File: src/rtl/prio_irq_pkg.sv
package prio_irq_pkg;
   typedef logic [2:0] lvl_t;
   localparam lvl_t LVL_NMI      = 3'd7;
   localparam lvl_t LVL_MAX_MASK = 3'd6;
   localparam lvl_t LVL_OFF      = 3'd0;

   function automatic lvl_t clamp_lvl(input lvl_t v);
      return (v > LVL_MAX_MASK) ? LVL_MAX_MASK : v;
   endfunction
endpackage

File: src/rtl/irq_pending.sv
module irq_pending #(
   parameter int NUM_SRC = 35,
   parameter int SRC_W   = 6
) (
   input  logic               clk,
   input  logic               rst_n,
   input  logic [NUM_SRC-1:0] req_i,
   input  logic               clr_en_i,
   input  logic [SRC_W-1:0]   clr_idx_i,
   output logic [NUM_SRC-1:0] pend_d
);
   logic [NUM_SRC-1:0] pend_q;

   for (genvar i = 0; i < NUM_SRC; i++) begin : g_flag
      logic clr;
      assign clr       = clr_en_i && (clr_idx_i == SRC_W'(i));
      assign pend_d[i] = (pend_q[i] && !clr) || req_i[i];
   end

   always_ff @(posedge clk or negedge rst_n) begin
      if (!rst_n) pend_q <= '0;
      else        pend_q <= pend_d;
   end
endmodule

File: src/rtl/irq_level_regs.sv
module irq_level_regs
   import prio_irq_pkg::*;
#(
   parameter int NUM_SRC = 35,
   parameter int SRC_W   = 6,
   parameter int NMI_IDX = 0
) (
   input  logic                   clk,
   input  logic                   rst_n,
   input  logic                   wr_en_i,
   input  logic [SRC_W-1:0]       wr_addr_i,
   input  lvl_t                   wr_data_i,
   input  logic                   ei_i,
   input  lvl_t                   ei_lvl_i,
   input  logic                   di_i,
   output lvl_t [NUM_SRC-1:0]     lvl_d,
   output lvl_t                   mask_d,
   output lvl_t                   mask_q
);
   for (genvar i = 0; i < NUM_SRC; i++) begin : g_lvl
      if (i == NMI_IDX) begin : g_fixed
         assign lvl_d[i] = LVL_NMI;
      end else begin : g_prog
         lvl_t lvl_q;
         assign lvl_d[i] = (wr_en_i && wr_addr_i == SRC_W'(i))
                           ? clamp_lvl(wr_data_i) : lvl_q;
         always_ff @(posedge clk or negedge rst_n) begin
            if (!rst_n) lvl_q <= LVL_OFF;
            else        lvl_q <= lvl_d[i];
         end
      end
   end

   always_comb begin
      mask_d = mask_q;
      if (di_i)      mask_d = LVL_NMI;
      else if (ei_i) mask_d = ei_lvl_i;
   end

   always_ff @(posedge clk or negedge rst_n) begin
      if (!rst_n) mask_q <= LVL_NMI;
      else        mask_q <= mask_d;
   end
endmodule

File: src/rtl/irq_arbiter.sv
module irq_arbiter
   import prio_irq_pkg::*;
#(
   parameter int NUM_SRC = 35,
   parameter int SRC_W   = 6
) (
   input  logic [NUM_SRC-1:0] pend_i,
   input  lvl_t [NUM_SRC-1:0] lvl_i,
   input  lvl_t               mask_i,
   output logic               found_o,
   output lvl_t               win_lvl_o,
   output logic [SRC_W-1:0]   win_idx_o
);
   logic [NUM_SRC-1:0] elig;

   for (genvar i = 0; i < NUM_SRC; i++) begin : g_elig
      assign elig[i] = pend_i[i] && (lvl_i[i] != LVL_OFF) && (lvl_i[i] >= mask_i);
   end

   always_comb begin
      found_o   = 1'b0;
      win_lvl_o = LVL_OFF;
      win_idx_o = '0;
      for (int i = 0; i < NUM_SRC; i++) begin
         if (elig[i] && lvl_i[i] > win_lvl_o) begin
            found_o   = 1'b1;
            win_lvl_o = lvl_i[i];
            win_idx_o = SRC_W'(i);
         end
      end
   end
endmodule

File: src/rtl/prio_irq_ctrl.sv
module prio_irq_ctrl
   import prio_irq_pkg::*;
#(
   parameter int          NUM_SRC  = 35,
   parameter int          NMI_IDX  = 0,
   parameter int          VEC_W    = 8,
   parameter logic [7:0]  VEC_BASE = 8'h20,
   localparam int         SRC_W    = (NUM_SRC > 1) ? $clog2(NUM_SRC) : 1
) (
   input  logic               clk,
   input  logic               rst_n,
   input  logic [NUM_SRC-1:0] req_i,
   input  logic               wr_en_i,
   input  logic [SRC_W-1:0]   wr_addr_i,
   input  logic [2:0]         wr_data_i,
   input  logic               ei_i,
   input  logic [2:0]         ei_lvl_i,
   input  logic               di_i,
   input  logic               ack_i,
   output logic               irq_valid_o,
   output logic [2:0]         irq_level_o,
   output logic [VEC_W-1:0]   irq_vec_o
);
   if (NUM_SRC < 2) begin : g_bad_num
      $error("NUM_SRC must be at least 2");
   end
   if (NMI_IDX < 0 || NMI_IDX >= NUM_SRC) begin : g_bad_nmi
      $error("NMI_IDX must select an existing source");
   end
   if (int'(VEC_BASE) + NUM_SRC > (1 << VEC_W)) begin : g_bad_vec
      $error("vector range does not fit VEC_W");
   end

   logic [NUM_SRC-1:0] pend_d;
   lvl_t [NUM_SRC-1:0] lvl_d;
   lvl_t               mask_d, mask_q;
   logic               found;
   lvl_t               win_lvl;
   logic [SRC_W-1:0]   win_idx;
   logic [SRC_W-1:0]   src_q;

   irq_pending #(.NUM_SRC(NUM_SRC), .SRC_W(SRC_W)) u_pend (
      .clk      (clk),
      .rst_n    (rst_n),
      .req_i    (req_i),
      .clr_en_i (ack_i && irq_valid_o),
      .clr_idx_i(src_q),
      .pend_d   (pend_d)
   );

   irq_level_regs #(.NUM_SRC(NUM_SRC), .SRC_W(SRC_W), .NMI_IDX(NMI_IDX)) u_lvl (
      .clk      (clk),
      .rst_n    (rst_n),
      .wr_en_i  (wr_en_i),
      .wr_addr_i(wr_addr_i),
      .wr_data_i(wr_data_i),
      .ei_i     (ei_i),
      .ei_lvl_i (ei_lvl_i),
      .di_i     (di_i),
      .lvl_d    (lvl_d),
      .mask_d   (mask_d),
      .mask_q   (mask_q)
   );

   irq_arbiter #(.NUM_SRC(NUM_SRC), .SRC_W(SRC_W)) u_arb (
      .pend_i   (pend_d),
      .lvl_i    (lvl_d),
      .mask_i   (mask_d),
      .found_o  (found),
      .win_lvl_o(win_lvl),
      .win_idx_o(win_idx)
   );

   always_ff @(posedge clk or negedge rst_n) begin
      if (!rst_n) begin
         irq_valid_o <= 1'b0;
         irq_level_o <= LVL_OFF;
         irq_vec_o   <= '0;
         src_q       <= '0;
      end else begin
         irq_valid_o <= found;
         irq_level_o <= win_lvl;
         irq_vec_o   <= found ? VEC_W'(VEC_BASE) + VEC_W'(win_idx) : '0;
         src_q       <= win_idx;
      end
   end
endmodule

File: config.mk
export PLATFORM = sky130hd
export DESIGN_NAME = prio_irq_ctrl
export DESIGN_NICKNAME = d
export VERILOG_FILES = /design/src/rtl/prio_irq_pkg.sv /design/src/rtl/irq_pending.sv /design/src/rtl/irq_level_regs.sv /design/src/rtl/irq_arbiter.sv /design/src/rtl/prio_irq_ctrl.sv
export SDC_FILE = /design/constraint.sdc
export NUM_CORES = 1
export LEC_CHECK = 0
export ABC_AREA = 0
export BUFFER_PORTS_ARGS = -buffer_cell sky130_fd_sc_hd__buf_2
export CELL_PAD_IN_SITES_DETAIL_PLACEMENT = 0
export CELL_PAD_IN_SITES_GLOBAL_PLACEMENT = 1
export CORE_ASPECT_RATIO = 1.75
export CORE_MARGIN = 1
export CORE_UTILIZATION = 40
export DETAILED_ROUTE_END_ITERATION = 8
export GPL_ROUTABILITY_DRIVEN = 0
export PLACE_DENSITY = 0.68
export SYNTH_ARGS = -nofsm -noshare
export SYNTH_HDL_FRONTEND = slang
export SYNTH_SLANG_ARGS = --single-unit
File: constraint.sdc
create_clock -name clk -period 56.5 [get_ports clk]
set_input_delay 0 -clock clk [delete_from_list [all_inputs] [get_ports clk]]
set_output_delay 0 -clock clk [all_outputs]
set_load 0.01 [all_outputs]
After elaboration in Yosys (flattened, before gate mapping)
Index checks and enable logic that the tools add are counted.

word-level totals
  output and inout bits = 12
  bits in registers = 157
  word-level logic and storage cells = 634
  input port bits = 53

cells by class
  multiplexer cells = 142
  reduce and logical (&&, ||, !) cells = 313
  $lt $le $gt $ge = 70
  $add $sub $neg = 1
  eq/ne operators = 68

operators with widths
  operator                                                         number
  3-bit 2-to-1 mux                                                 76
  1-bit logical AND                                                208
  6-bit by 5-bit == test with 1-bit output, second input constant  32
  3-bit >= comparator                                              34
  3-bit > comparator                                               34
  3-bit nonzero test                                               34
  6-bit by 4-bit == test with 1-bit output, second input constant  16
  5-bit 2-to-1 mux                                                 16
  6-bit by 3-bit == test with 1-bit output, second input constant  8
  6-bit == test, second input constant                             6
  1-bit 2-to-1 mux                                                 36
  1-bit logical NOT                                                35
  1-bit logical OR                                                 35
  4-bit 2-to-1 mux                                                 8
  6-bit by 2-bit == test with 1-bit output, second input constant  4
  6-bit 2-to-1 mux                                                 3
  6-bit by 1-bit == test with 1-bit output, second input constant  2
  6-bit by 6-bit adder with 7-bit output, first input constant     1
  7-bit 2-to-1 mux                                                 1
  6-bit logical NOT                                                1
  2-bit 2-to-1 mux                                                 2
  3-bit >= comparator, first input constant                        1
  3-bit > comparator, second input constant                        1

Logic depth before layout (Yosys ltp)
Gate-level depths: netlist (run 1).

  depth in word-level cells = 111
  depth in mapped cells = 264

By module
Synthesis (run 1) repeated with hierarchy kept, for this count alone.

unflattened totals
  cells, all modules = 1586
  area, all modules = 14341.3 um^2

modules (own cells, without submodules)
  module          area each (um^2)  instances  cells an instance
  irq_arbiter     7633.6            1          1106
  irq_level_regs  4337.9            1          286
  irq_pending     1881.8            1          167
  prio_irq_ctrl   488.0             1          27

Worst setup path before layout (run 1)
Ideal clock, no wire load.

  path type = register -> register
  start = reg u_lvl.mask_q[1]
  end = reg irq_vec_o[5]
  cell stages (with the launch flop) = 232
  data required time = 56.369 ns
  data arrival time = 46.608 ns
  clock period less this slack = 46.738 ns
  setup slack = 9.762 ns
  buffers on the path = 4
  cell sequence = dfstp_2 -> nor2b_1 -> a211o_1 -> inv_1 -> ha_1 -> o21ai_0 -> a21oi_1 -> o221a_2 -> a31o_1 -> and2_1 -> ha_1 -> nor2b_1 -> o21a_1 -> o221a_2 -> nand2_1 -> nor2_1 -> nor2_1 -> a31oi_1 -> [196 not listed] -> ha_1 -> nand2_1 -> o21ai_0 -> nor2_1 -> a31oi_1 -> a221oi_4 -> mux2i_1 -> inv_1 -> ha_1 -> inv_1 -> a21o_1 -> a21oi_1 -> a311oi_1 -> nand2_1 -> a31oi_1 -> inv_1 -> o211ai_4 -> nor2_1

between the ends
  longest elaborated chain between the ends = 109
  elaborated cells between the ends (all ways) = 245

RTL lines
  item                                        RTL line              text
  start, declared                             irq_level_regs.sv:18  output lvl_t mask_q
  start signal, assigned                      irq_level_regs.sv:42  else mask_q <= mask_d;
  3-bit 2-to-1 mux (*)                        irq_level_regs.sv:37  else if (ei_i) mask_d = ei_lvl_i;
  3-bit 2-to-1 mux (*)                        irq_level_regs.sv:36  if (di_i) mask_d = LVL_NMI;
  net mask_d[1]                               prio_irq_ctrl.sv:36   lvl_t mask_d, mask_q;
  3-bit >= comparator                         irq_arbiter.sv:17     assign elig[i] = pend_i[i] && (lvl_i[i] != LVL_OFF) && (lvl_i[i] >= mask_i);
  1-bit logical AND                           irq_arbiter.sv:17
  3-bit 2-to-1 mux                            irq_arbiter.sv:25     if (elig[i] && lvl_i[i] > win_lvl_o) begin
  3-bit > comparator                          irq_arbiter.sv:25
  1-bit logical AND                           irq_arbiter.sv:25
  [95 not listed]                             -
  1-bit logical AND                           irq_arbiter.sv:25
  3-bit 2-to-1 mux                            irq_arbiter.sv:25
  3-bit > comparator                          irq_arbiter.sv:25
  1-bit logical AND                           irq_arbiter.sv:25
  6-bit 2-to-1 mux (*)                        irq_arbiter.sv:25
  net u_arb.win_idx_o[5]                      irq_arbiter.sv:12     output logic [SRC_W-1:0] win_idx_o
  6-bit by 6-bit adder with 7-bit output (*)  prio_irq_ctrl.sv:83   irq_vec_o <= found ? VEC_W'(VEC_BASE) + VEC_W'(win_idx) : '0;
  7-bit 2-to-1 mux (*)                        prio_irq_ctrl.sv:83
  end signal, assigned                        prio_irq_ctrl.sv:83
  end, declared                               prio_irq_ctrl.sv:22   output logic [VEC_W-1:0] irq_vec_o

The timed path passes the listed nets; every way through them passes the cells marked *.

Worst setup path after layout (run 1)
  start = reg src_q[4]
  end = reg irq_vec_o[4]

between the ends
  longest elaborated chain between the ends = 111
  elaborated cells between the ends (all ways) = 417

RTL lines
  item                                    RTL line             text
  start, declared                         prio_irq_ctrl.sv:40  logic [SRC_W-1:0] src_q;
  start signal, assigned                  prio_irq_ctrl.sv:84  src_q <= win_idx;
  6-bit logical NOT                       irq_pending.sv:16    assign clr = clr_en_i && (clr_idx_i == SRC_W'(i));
  1-bit logical AND                       irq_pending.sv:16
  1-bit logical NOT                       irq_pending.sv:17    assign pend_d[i] = (pend_q[i] && !clr) || req_i[i];
  1-bit logical AND                       irq_pending.sv:17
  1-bit logical OR                        irq_pending.sv:17
  1-bit logical AND                       irq_arbiter.sv:17
  3-bit 2-to-1 mux                        irq_arbiter.sv:25
  3-bit > comparator                      irq_arbiter.sv:25
  [95 not listed]                         -
  3-bit > comparator                      irq_arbiter.sv:25
  1-bit logical AND                       irq_arbiter.sv:25
  3-bit 2-to-1 mux                        irq_arbiter.sv:25
  3-bit > comparator                      irq_arbiter.sv:25
  1-bit logical AND                       irq_arbiter.sv:25
  6-bit 2-to-1 mux                        irq_arbiter.sv:25
  6-bit by 6-bit adder with 7-bit output  prio_irq_ctrl.sv:83
  7-bit 2-to-1 mux (*)                    prio_irq_ctrl.sv:83

Every way passes the cells marked *; elsewhere a longest branch is shown, timed or not.

==> results of run 1 <==
## cells in the final DEF (no fill, tap or decap), types with 55 or more instances in the layout
| cell | count |
|---|---|
| dfrtp_1 | 154 |
| nor2_1 | 135 |
| mux2i_1 | 62 |
| inv_1 | 147 |
| ha_1 | 169 |
| nand2_1 | 157 |
| o21ai_0 | 71 |
| a21oi_1 | 120 |
| nand3_1 | 55 |
| buf_2 | 62 |
## cells in the mapped netlist (6+ instances only)
master / count / share of area
a311oi_1: 10 / 0.0060
nor3b_1: 7 / 0.0036
o21ai_1: 10 / 0.0035
clkbuf_1: 13 / 0.0034
mux2i_1: 63 / 0.044
dfrtp_1: 154 / 0.27
nand2b_1: 48 / 0.021
a211o_1: 10 / 0.0060
o221ai_1: 8 / 0.0048
o22ai_1: 11 / 0.0047
nand3b_1: 6 / 0.0031
nand3_1: 56 / 0.019
or2_2: 10 / 0.0043
a31oi_1: 24 / 0.010
a21o_1: 41 / 0.021
ha_1: 169 / 0.15
nor2b_1: 37 / 0.016
o21a_1: 21 / 0.011
xnor2_1: 6 / 0.0036
nand4_1: 8 / 0.0035
a21oi_1: 121 / 0.042
a311o_1: 7 / 0.0048
o21ai_0: 72 / 0.025
inv_1: 147 / 0.038
o211ai_1: 23 / 0.012
nor2_1: 137 / 0.035
nand2_1: 157 / 0.041
nor4_1: 9 / 0.0039
buf_2: 8 / 0.0028
o31a_1: 7 / 0.0042
a211oi_1: 7 / 0.0036
mux2_4: 8 / 0.0083
o211a_1: 8 / 0.0055
and3_1: 13 / 0.0056
mux2_2: 36 / 0.028
nor3_1: 37 / 0.013
and2_1: 16 / 0.0069
o31ai_1: 13 / 0.0067
## final cells by class
type | instances | area [sq um] | share of cell area
multi-input cells | 1354 | 9970 | 0.603
repair buffers | 121 | 857 | 0.0519
flip-flops and latches | 157 | 3930 | 0.238
diodes | 2 | 5.00 | 0.000303
inverters | 151 | 567 | 0.0343
clock buffers | 18 | 439 | 0.0266
clock inverters | 14 | 171 | 0.0104
well taps | 465 | 582 | 0.0352
## cells by family (layout without fill, tap and decap cells)
logic type / Yosys count / count (layout) / share of synthesized area
mux: 110 / 110 / 0.0830
buf+inv: 177 / 304 / 0.0483
other cells: 1 / 3 / 0.000259
flops: 157 / 157 / 0.271
xor+xnor: 7 / 7 / 0.00423
fa+ha+maj: 172 / 172 / 0.148
compound gates: 490 / 490 / 0.246
simple gates: 574 / 574 / 0.199
## power by group
group          total [W]  internal (W)  switching [W]
combinational   0.000295      0.000115       0.000179
sequential      0.000133      0.000126     0.00000700
clock           0.000124     0.0000680      0.0000555
## flip-flops by register name, indices dropped and copies added (netlist names)
| signal | flops |
|---|---|
| irq_vec_o | 7 |
| irq_valid_o | 1 |
| u_lvl.mask_q | 3 |
| u_pend.pend_q | 35 |
| irq_level_o | 3 |
| u_lvl.g_lvl.g_prog.lvl_q | 102 |
| src_q | 6 |
## metal layers
metal / global-route usage / vias to the layer above
li1: - / 6438
met1: 0.282 / 6357
met2: 0.522 / 289
met3: 0.0305 / 101
met4: 0.139 / 0
met5: 0 / -
## worst paths after layout
path | cells past startpoint | slack, ns | to | start
setup / recovery | 229 | 3.59 | irq_vec_o[4] | src_q[4]
hold / removal | 2 | 0.005 | u_lvl.g_lvl[22].g_prog.lvl_q[1] | rst_n
setup reg to reg | 229 | 3.59 | irq_vec_o[4] | src_q[4]
hold reg to reg | 1 | 0.48 | u_pend.pend_q[4] | u_pend.pend_q[4]
max in group asynchronous | 4 | 54.47 | u_lvl.g_lvl[30].g_prog.lvl_q[2] | rst_n
min in group clk | 2 | 0.02 | u_lvl.mask_q[0] | ei_lvl_i[0]
## per-stage QoR
stage	total power (W)	utilization
floorplan	0.000347	-
global placement	0.000418	0.433
detailed placement	0.000421	0.433
CTS	0.000549	0.462
global route	0.000594	0.465
finish	0.000551	0.465
## repair_timing
item                       in CTS  in global routing
gates resized for setup         0                 23
buffers inserted                0                  2
setup endpoints to repair       0                 17
hold endpoints to repair       75                  0
hold buffers                   40                  0
==> results.md, run 1 <==
* CP max-delay cell: a2111oi_1
* Req. time, crit path at 56.80 ns
* Hold Crit Class: primary input to asynchronous set/reset pin
* Syn-to-layout area delta at 14.0%
* DRC Markers at 0
* Total Wirelength at slightly below 50000 um
* Post-Place Cells at 2206
* Vias per cell at around 5.8
* Fmax at around 19 MHz
* Setup TNS at 0 ns
* Fillers at between 3000 and 4000
* Post-Synthesis Cells at 1688
* Wire length on met1 at roughly 19000 um
* Site Rows at 91
* CTS Buf Count at 17
* WS Path Type: flip-flop to flip-flop
* Starting density of the core at 0.408
* Fin crit share at 0.936
* Share of cells above drive strength 1 at 0.137
* Ports at 65
* Die Span Y at 254 um
* Pin count of the biggest net entering global routing at 68
* First-pass GRT wire length at 75900 um
* Iteration-0 DRC Markers at 606
* Antenna Nets Post-Route at 0
* Non-filler instance count after layout at 2282
* Routed met2 length at 26200 um
* Syn. warnings at 0
* CTS tree: built
* Max-slew violation count at 0
* Seq cells post-synth at 157
* Outcome: complete, no violations
* Largest fanout on the critical path at 10
* Via count at roughly 13000
* Hold Fails Final Rpt at 0
* HPWL after DPL at 37300 um
* Input/output buffers at 63
* Skew final at 0.00959 ns
* Pleak at between 7 and 8 nW
* Worst-Margin Slew at 0.890 ns
* Cell Area, Synth at 0.0145 sq mm
* Met3 routed WL at 1520 um
* Nets@finish at 2024
* Syn avg cell area at 8.59 sq um
* Max layer used: met4
* Crit path launch type: flip-flop
* Clk buf depth at 2
* Slack of the critical path at 3.59 ns
* Sequential area share after synthesis at 0.271
* Clock Sinks at 157
* Final setup viols at 0
* Max-Slew Margin vs Limit at 0.401
* Vias in the first global route at 13500
* Crit-path most repeated cell: ha_1
* Critical path data arrival time at 53.21 ns
* Main flop type after synthesis: dfrtp_1
* WHS at between 0.004 and 0.005 ns
* 1st-pass router iterations at 6
* Wire per inst at 21.4 um
* Yosys cell types at around 120
* H-tree levels at 4
* Post-synthesis async set-or-reset flop share at 1.00
* Post-route cell area at between 0.015 and 0.02 sq mm
* Clk_lat worst skew at roughly 0.46 ns
* PD cells at 33.4 mW/mm^2
* Max rail drop VDD at 19.1 uV
* Max Cap Viol at 0
* DIE WIDTH at 146 um
* Gr ovfl total at 0
* Core area at 0.0355 sq mm
* DIE AREA at approximately 0.037 sq mm
* Syn nets at 1910
* Critical Path End Type: flip-flop
* Post-synth EDFFs at 0
* Buf/Inv on CP at 9
* Tot GR Track Use at 0.269
* Max incr delay on CP at 0.59 ns
* Min Clock Period, post-route at 52.91 ns
* Top Family by Delay on Critical Path: compound AO/OA/AOI/OAI gates
* Pre-CTS WS at 1.76 ns
* Placed cell area at about 0.015 sq mm
* Clock-pin transition on the worst setup and hold timing paths at 0.07 ns
* Initial antenna violation count at 2
* CTS root buffer: clkbuf_16
Note: power is estimated with default switching activity, not from simulation.
==> inputs of run 2 (changes only) <==
--- a/config.mk
+++ b/config.mk
@@ -15,6 +15,7 @@
 export DETAILED_ROUTE_END_ITERATION = 8
 export GPL_ROUTABILITY_DRIVEN = 0
 export PLACE_DENSITY = 0.68
+export RECOVER_POWER = 50
 export SYNTH_ARGS = -nofsm -noshare
 export SYNTH_HDL_FRONTEND = slang
 export SYNTH_SLANG_ARGS = --single-unit
==> run 2 against run 1 <==
Highest routed layer unchanged. Via count grew 0.24%. Critical path type unchanged. Final cell count stayed put. The flow now finishes with violations (max-capacitance violations, max-slew violations). Clock power about the same. Sequential cell count stayed put. Combinational power hardly changed.
==> results.md, run 2 (synthesis gave the netlist of run 1 again) <==
* Outcome: finished, violations left
* Failing checks: max-capacitance violations, max-slew violations
* Top reg by flops: u_lvl.g_lvl.g_prog.lvl_q
* Worst r2r src: src_q[4]
* Die Span Y at 254 um (unchanged)
* Crit path launch type: flip-flop
* Flop2flop setup slack at 3.65 ns (+0.06 ns)
* Wire per inst at 21.3 um (-0.24%)
* Clock Sinks at 157 (unchanged)
* Max rail drop VDD at 18.9 uV (-0.82%)
* Vias per cell at 5.79 (+0.24%)
* Syn-to-layout area delta at 13.6%
* Setup crit start: src_q[4]
* Hold Fails Final Rpt at 0 (unchanged)
* HPWL after DPL at 37300 um (unchanged)
* Input/output buffers at 63 (unchanged)
* R2R depth at 233 (+1.7%)
* Most common cell after layout, fill and taps aside: ha_1
* Min Clock Period, post-route at 52.85 ns (-0.0623 ns)
* Largest regs: u_lvl.g_lvl.g_prog.lvl_q: 102 flops, u_pend.pend_q: 35 flops, irq_vec_o: 7 flops
* Hold Crit Class: primary input to flip-flop
* Tot GR Track Use at 0.269 (unchanged)
* Ports at 65 (unchanged)
* Iteration-0 DRC Markers at 595 (-1.8%)
* Max incr delay on CP at 0.57 ns (-0.02 ns)
* Worst-Margin Slew at 3.28 ns (+2.39 ns)
* CTS tree: built
* Non-filler instance count after layout at 2282 (unchanged)
* CTS Buf Count at 17 (unchanged)
* Critical Path End Type: flip-flop
* Site Rows at 91 (unchanged)
* Fmax at 18.9 MHz (+0.12%)
* Starting density of the core at 0.408 (unchanged)
* Fin crit share at 0.935 (-0.00110)
* Core area at 0.0355 sq mm (unchanged)
* Fillers at 3633 (+0.55%)
* Pin count of the biggest net entering global routing at 68 (unchanged)
* Nets@finish at 2024 (unchanged)
* Most frequent cells in the layout: 169 x ha_1, 157 x nand2_1, 154 x dfrtp_1, 147 x inv_1, 136 x nor2_1
* Skew final at 0.00954 ns (-0.0000551 ns)
* Crit-path most repeated cell: ha_1
* Largest register FFs at 102 (unchanged)
* First-pass GRT wire length at 75900 um (unchanged)
* WS Path Type: flip-flop to flip-flop
* Req. time, crit path at 56.80 ns (about the same)
* CTS root buffer: clkbuf_16
* Antenna Nets Post-Route at 0 (unchanged)
* Final setup viols at 0 (unchanged)
* Pleak at 7.80 nW (-0.89%)
* H-tree levels at 4 (unchanged)
* PD cells at 33.4 mW/mm^2 (about the same)
* Clk_lat worst skew at 0.46 ns (about the same)
* Max-Slew Margin vs Limit at -1.19 (-1.59)
* Largest fanout on the critical path at 10 (unchanged)
* Max-slew violation count at 94 (+94)
* Clk buf depth at 2 (unchanged)
* CP endpoint: irq_vec_o[4]
* Setup TNS at 0 ns (unchanged)
* DIE WIDTH at 146 um (unchanged)
* Reg2Reg Capture Point: irq_vec_o[4]
* Initial antenna violation count at 2 (unchanged)
* Gr ovfl total at 0 (unchanged)
* CP max-delay cell: a2111oi_1
* Post-Place Cells at 2206 (unchanged)
* Clock-pin transition on the worst setup and hold timing paths at 0.07 ns (about the same)
* Share of cells above drive strength 1 at 0.116 (-0.0215)
* WHS at 0.0414 ns (+0.0365 ns)
* DRC Markers at 0 (unchanged)
* Total Wirelength at 48700 um (-0.24%)
* Max Cap Viol at 2 (+2)
* Total Power at 0.000550 W (-0.31%)
* Vias in the first global route at 13500 (unchanged)
* 1st-pass router iterations at 5 (-1)
* DIE AREA at 0.0370 sq mm (unchanged)
* Critical path data arrival time at 53.15 ns (-0.06 ns)
* Via count at 13200 (+0.24%)
==> run 2: cell types whose count changed in the layout (fill, tap and decap cells not counted), sizes merged <==
cell / previous run / this run
buf: 81 / 61
clkbuf: 18 / 38
==> run 2: layer usage <==
metal | wire length [um] | up-vias | GRT usage
li1 | - | 6452 | -
met1 | 18700 | 6364 | 0.282
met2 | 26200 | 295 | 0.522
met3 | 1540 | 105 | 0.0305
met4 | 2310 | 0 | 0.139
met5 | 0 | - | 0
==> run 2: how the worst min path moves through the flow <==
stage                     start                              end  slack (ns)  cells after the start
finish                    ack_i                u_pend.pend_q[33]        0.04                      4
global route              ack_i                u_pend.pend_q[33]        0.08                      4
CTS                 ei_lvl_i[0]                  u_lvl.mask_q[0]        0.01                      2
detailed placement        rst_n  u_lvl.g_lvl[22].g_prog.lvl_q[1]       -0.07                      1
global placement          rst_n  u_lvl.g_lvl[22].g_prog.lvl_q[1]       -0.07                      1
floorplan                 rst_n                   irq_level_o[0]       -0.30                      0
==> run 2: timing repair <==
| action | in CTS | in global routing |
|---|---|---|
| gates resized for setup | 0 | 23 |
| endpoints found under the setup margin | 0 | 17 |
| hold buffers | 40 | 0 |
| hold endpoints to repair | 75 | 0 |
| buffers inserted | 0 | 2 |
==> run 2: metrics by stage <==
step                      cell area (sq um)  worst slack [ns]  utilization
after CTS                             16400              1.47        0.462
final                                 16500              3.65        0.463
after global routing                  16500           -0.0278        0.463
after detailed placement              15400              1.76        0.433
after global placement                15400              2.40        0.433
after floorplan                       14500              9.76            -
==> run 2: power by group <==
group          total (W)  switching (W)  internal [W]  leakage [nW]
combinational   0.000293       0.000179      0.000114          5.58
sequential      0.000133     0.00000710      0.000126          1.92
clock           0.000124      0.0000555     0.0000681         0.298
total           0.000550       0.000241      0.000309          7.80
==> run 2: layout make-up <==
class / instances / area, sq um / share of cell area
Multi-Input combinational cell: 1354 / 9950 / 0.605
Sequential cell: 157 / 3930 / 0.239
Timing Repair Buffer: 121 / 813 / 0.0494
Tap cell: 465 / 582 / 0.0353
Inverter: 151 / 567 / 0.0344
Clock buffer: 18 / 439 / 0.0267
Clock inverter: 14 / 171 / 0.0104
Antenna cell: 2 / 5.00 / 0.000304
==> run 2: worst max-delay path, delay by kind of cell (launching register included) <==
| family | cells | cell delay, ns |
|---|---|---|
| compound gates | 108 | 24.95 |
| fa+ha+maj | 34 | 9.50 |
| buf+inv | 9 | 0.73 |
| flops | 1 | 0.39 |
| mux | 22 | 7.61 |
| simple gates | 60 | 9.36 |
